`src/rtl/burst_seq_pkg.sv`:
```
package burst_seq_pkg;
  typedef enum logic {
    ORD_LINEAR     = 1'b0,
    ORD_INTERLEAVE = 1'b1
  } order_e;
endpackage

```
`src/rtl/burst_addr_reg.sv`:
```
module burst_addr_reg #(
  parameter int ADDR_W     = 20,
  parameter int BURST_BITS = 2,
  localparam int HI_W      = ADDR_W - BURST_BITS
) (
  input  logic                  clk,
  input  logic                  rst_n,
  input  logic                  capture,
  input  logic [ADDR_W-1:0]     addr_in,
  output logic [HI_W-1:0]       base_q,
  output logic [BURST_BITS-1:0] start_q
);
  always_ff @(posedge clk or negedge rst_n) begin
    if (!rst_n) begin
      base_q  <= '0;
      start_q <= '0;
    end else if (capture) begin
      base_q  <= addr_in[ADDR_W-1:BURST_BITS];
      start_q <= addr_in[BURST_BITS-1:0];
    end
  end
endmodule

```
`src/rtl/burst_ctrl.sv`:
```
module burst_ctrl
  import burst_seq_pkg::*;
#(
  parameter int BURST_BITS = 2
) (
  input  logic                  clk,
  input  logic                  rst_n,
  input  logic                  hold,
  input  logic                  advance,
  input  logic                  sel_ok,
  input  logic                  wr_req,
  input  logic                  seq_mode,
  output logic                  active_q,
  output logic                  wr_q,
  output order_e                order_q,
  output logic [BURST_BITS-1:0] beat_q,
  output logic                  wrap_q
);
  localparam logic [BURST_BITS-1:0] LAST_BEAT = '1;

  logic do_load, do_desel, do_step;

  always_comb begin
    do_load  = !hold && !advance && sel_ok;
    do_desel = !hold && !advance && !sel_ok;
    do_step  = !hold && advance && active_q;
  end

  always_ff @(posedge clk or negedge rst_n) begin
    if (!rst_n) begin
      active_q <= 1'b0;
      wr_q     <= 1'b0;
      order_q  <= ORD_LINEAR;
      beat_q   <= '0;
      wrap_q   <= 1'b0;
    end else begin
      wrap_q <= do_step && (beat_q == LAST_BEAT);
      if (do_load) begin
        active_q <= 1'b1;
        wr_q     <= wr_req;
        order_q  <= seq_mode ? ORD_INTERLEAVE : ORD_LINEAR;
        beat_q   <= '0;
      end else if (do_desel) begin
        active_q <= 1'b0;
        beat_q   <= '0;
      end else if (do_step) begin
        beat_q <= beat_q + 1'b1;
      end
    end
  end
endmodule

```
`src/rtl/burst_order.sv`:
```
module burst_order
  import burst_seq_pkg::*;
#(
  parameter int BURST_BITS = 2
) (
  input  order_e                order,
  input  logic [BURST_BITS-1:0] start,
  input  logic [BURST_BITS-1:0] beat,
  output logic [BURST_BITS-1:0] low_bits
);
  logic [BURST_BITS-1:0] lin_bits;
  logic [BURST_BITS-1:0] ilv_bits;

  assign lin_bits = start + beat;

  for (genvar i = 0; i < BURST_BITS; i++) begin : g_ilv
    assign ilv_bits[i] = start[i] ^ beat[i];
  end

  always_comb begin
    low_bits = (order == ORD_INTERLEAVE) ? ilv_bits : lin_bits;
  end
endmodule

```
`src/rtl/burst_addr_seq.sv`:
```
module burst_addr_seq
  import burst_seq_pkg::*;
#(
  parameter int ADDR_W     = 20,
  parameter int NUM_SEL    = 3,
  parameter int BURST_BITS = 2
) (
  input  logic               clk,
  input  logic               rst_n,
  input  logic               hold,
  input  logic               advance,
  input  logic               seq_mode,
  input  logic               wr_req,
  input  logic [NUM_SEL-1:0] sel,
  input  logic [ADDR_W-1:0]  addr_in,
  output logic [ADDR_W-1:0]  word_addr,
  output logic               burst_wr,
  output logic               active,
  output logic               wrap_pulse
);
  localparam int HI_W = ADDR_W - BURST_BITS;

  logic                  sel_ok;
  logic                  capture;
  logic [HI_W-1:0]       base_q;
  logic [BURST_BITS-1:0] start_q;
  logic [BURST_BITS-1:0] beat_q;
  logic [BURST_BITS-1:0] low_bits;
  order_e                order_q;

  assign sel_ok  = &sel;
  assign capture = !hold && !advance && sel_ok;

  burst_addr_reg #(.ADDR_W(ADDR_W), .BURST_BITS(BURST_BITS)) u_areg (
    .clk(clk), .rst_n(rst_n), .capture(capture), .addr_in(addr_in),
    .base_q(base_q), .start_q(start_q)
  );

  burst_ctrl #(.BURST_BITS(BURST_BITS)) u_ctrl (
    .clk(clk), .rst_n(rst_n), .hold(hold), .advance(advance),
    .sel_ok(sel_ok), .wr_req(wr_req), .seq_mode(seq_mode),
    .active_q(active), .wr_q(burst_wr), .order_q(order_q),
    .beat_q(beat_q), .wrap_q(wrap_pulse)
  );

  burst_order #(.BURST_BITS(BURST_BITS)) u_ord (
    .order(order_q), .start(start_q), .beat(beat_q), .low_bits(low_bits)
  );

  assign word_addr = {base_q, low_bits};
endmodule

```
`config.mk`:
```
export PLATFORM = sky130hd
export DESIGN_NAME = burst_addr_seq
export DESIGN_NICKNAME = d
export VERILOG_FILES = /design/src/rtl/burst_seq_pkg.sv /design/src/rtl/burst_addr_reg.sv /design/src/rtl/burst_ctrl.sv /design/src/rtl/burst_order.sv /design/src/rtl/burst_addr_seq.sv
export SDC_FILE = /design/constraint.sdc
export NUM_CORES = 1
export LEC_CHECK = 0
export BUFFER_PORTS_ARGS = -buffer_cell sky130_fd_sc_hd__buf_2
export CAP_MARGIN = 40
export CORE_MARGIN = 2
export CORE_UTILIZATION = 41
export CTS_CLUSTER_SIZE = 16
export DETAILED_ROUTE_END_ITERATION = 7
export PLACE_DENSITY = 0.74
export SETUP_SLACK_MARGIN = 0.02
export SYNTH_ARGS = -nofsm -noshare
export SYNTH_HDL_FRONTEND = slang
export SYNTH_HIERARCHICAL = 1
export SYNTH_SLANG_ARGS = --single-unit
```
`constraint.sdc`:
```
create_clock -name clk -period 0.98 [get_ports clk]
set_input_delay 0.098 -clock clk [delete_from_list [all_inputs] [get_ports clk]]
set_output_delay 0.098 -clock clk [all_outputs]
set_load 0.02 [all_outputs]
```
==> metrics.txt <==
Fin Setup TNS -1.16 ns; Total GRT Usage 0.183; smallest setup slack after layout -0.451 ns; post-route ant nets 0; Lkg Pwr 0.981 nW; total CTS buffers 3; final hold viol count 0; Chip Width 56.9 um; Via density 4.82; Ant. Diodes 0; # nets final 188; placed instance area 1510 um2; Multi-input gate area 529 um2; grt total ovfl 0; failing checks setup timing; first-pass GRT wire length 4530 um; HPWL Detailed 1640 um; initial antenna violation count 0; Rows 19; Placer Congestion 0.671; most frequent cells in the layout buf_2 (28), dfrtp_1 (26), buf_6 (24), mux2_4 (20), buf_4 (19); pwr/cell area 2010 nW/um2; Clock Root Buffer clkbuf_4; Syn. warnings 6; critical path arrival 1.33 ns; largest net degree at the start of global routing 27; RSZ-0062 raised after global routing true; crit share post-route 1.46; synth top area cells dfrtp_1 (57%), mux2_4 (26%), ha_1 (2.2%); min Tclk post-route 1.43 ns; max-cap viol count 0; Critical Path End Type primary output; WL/cell 15.7 um; die area 3240 um2; Peak VDD IR 1600 uV; TritonCTS clock tree yes; share of layout cells above drive strength 1 0.673; post-synth top area cell dfrtp_1; syn avg cell area 16.6 um2; Yosys cell types 18; Non-Filler Instances 187; HP Class input pin to flip-flop; Critical Path Fanout Max 2; Max transition margin 0.604; # placed instances 157; Net Count, Synth 100; startpoint class of the critical path flip-flop; clock sinks 26; final hold slack 0.00751 ns; Core ar. 2710 um2; Post-Route WL 2940 um; Post-Synthesis Cells 69; vias in the first global route 926; post-synth top area share 0.566; DR iter-0 viols 20; Layout Skew 0.00102 ns; CTS clk-pin slew, worst paths 0.14 ns; Skew-Pair Late Insertion Delay 0.31 ns; mapped cell area 1150 um2; H-tree levels 1; final slew viol count 0; register area share after synthesis 0.566; Starting Density 0.424; PortBufs 51; Storage cell area 651 um2; Die Height 56.9 um; Fmax 699 MHz; Crit Path Category flip-flop to primary output; Final Core Density 0.729; # DRC 0; status finished, violations left; via count 901; P&R area growth vs syn 71.9%; Synth Register Bits 26; Final Setup Violations 10; Slew @ Worst Pin 0.593 ns; commonest non-fill, non-tap cell in the layout buf_2; CP required 0.88 ns; Clock Path Buffers 2; drt first pass iters 4; final instance area 1970 um2; num ports 52; Fillers 171
## registers in the layout, summed over array words and instances, names as in the netlist
signal	cells
u_areg/start_q	2
u_ctrl/wr_q	1
u_ctrl/active_q	1
u_ctrl/beat_q	2
u_ctrl/wrap_q	1
u_areg/base_q	18
u_ctrl/order_q	1
## repair_timing
item	in CTS	in global routing
setup buffers	9	4
pin swaps	1	2
resized for setup	49	4
endpoints found under the setup margin	24	26
hold buffers	12	1
hold endpoints to repair	37	1
## per-stage QoR
step / setup WS [ns] / total power, mW
final: -0.451 / 3.97
after detailed placement: -0.262 / 2.61
after global routing: -0.503 / 4.13
after global placement: -0.218 / 2.58
after CTS: -0.439 / 3.86
after floorplan: -0.0863 / 2.18
## logic make-up after synthesis
group | share of synthesized area
buf+inv | 0.0196
xor+xnor | 0.0153
simple gates | 0.0850
fa+ha+maj | 0.0218
flops | 0.566
mux | 0.281
compound gates | 0.0109
## final cells by class
class | instances | share of cell area
Multi-Input combinational cell | 41 | 0.268
Timing Repair Buffer | 85 | 0.356
Sequential cell | 26 | 0.330
Clock buffer | 3 | 0.0114
Clock inverter | 1 | 0.0152
Tap cell | 31 | 0.0196
## worst max-delay path, cell delays in order (launching register included)
cell     delay (ns)
dfrtp_1        0.44
ha_4           0.17
nor2b_4        0.13
xnor2_2        0.13
buf_4          0.16
## synthesized netlist by cell type
master / count
dfrtp_1: 26
mux2_4: 20
nand2_1: 3
buf_6: 2
ha_1: 2
mux2_2: 2
nor3b_2: 2
xnor2_1: 2
and3_1: 1
and4b_1: 1
nand2b_1: 1
nand3_1: 1
nand3b_1: 1
nand4b_1: 1
nand4bb_1: 1
nor2b_1: 1
o211ai_1: 1
o21ai_0: 1
## report_power, final
group          switching [mW]  leakage (nW)  internal [mW]  total (mW)
Sequential              0.207         0.324           1.31        1.51
Clock                   0.319        0.0279          0.413       0.732
Combinational           0.664         0.629           1.06        1.72
Total                    1.19         0.981           2.78        3.97
## final timing paths
kind                            slack [ns]                            end                     startpoint  cells after the start
worst max-delay path                 -0.45                   word_addr[1]  u_areg/start_q[0]$_DFFE_PN0P_                      4
worst min register to register        0.56        u_ctrl/wr_q$_DFFE_PN0P_        u_ctrl/wr_q$_DFFE_PN0P_                      1
worst max register to register       -0.19   u_ctrl/beat_q[1]$_DFFE_PN0P_   u_ctrl/beat_q[0]$_DFFE_PN0P_                      5
worst min-delay path                 0.008  u_areg/base_q[10]$_DFFE_PN0P_                    addr_in[12]                      2
min in group asynchronous             0.30   u_areg/base_q[7]$_DFFE_PN0P_                          rst_n                      2
max in group asynchronous             0.29  u_areg/base_q[12]$_DFFE_PN0P_                          rst_n                      2
## per-layer routing
layer / vias up / track usage / part of all wire
met1: 439 / 0.239 / 0.41
li1: 421 / - / -
met5: - / 0 / 0
met3: 2 / 0.0295 / 0.054
met2: 39 / 0.328 / 0.53
met4: 0 / 0.0299 / 0.0034
(Power assumes the default switching activity.)
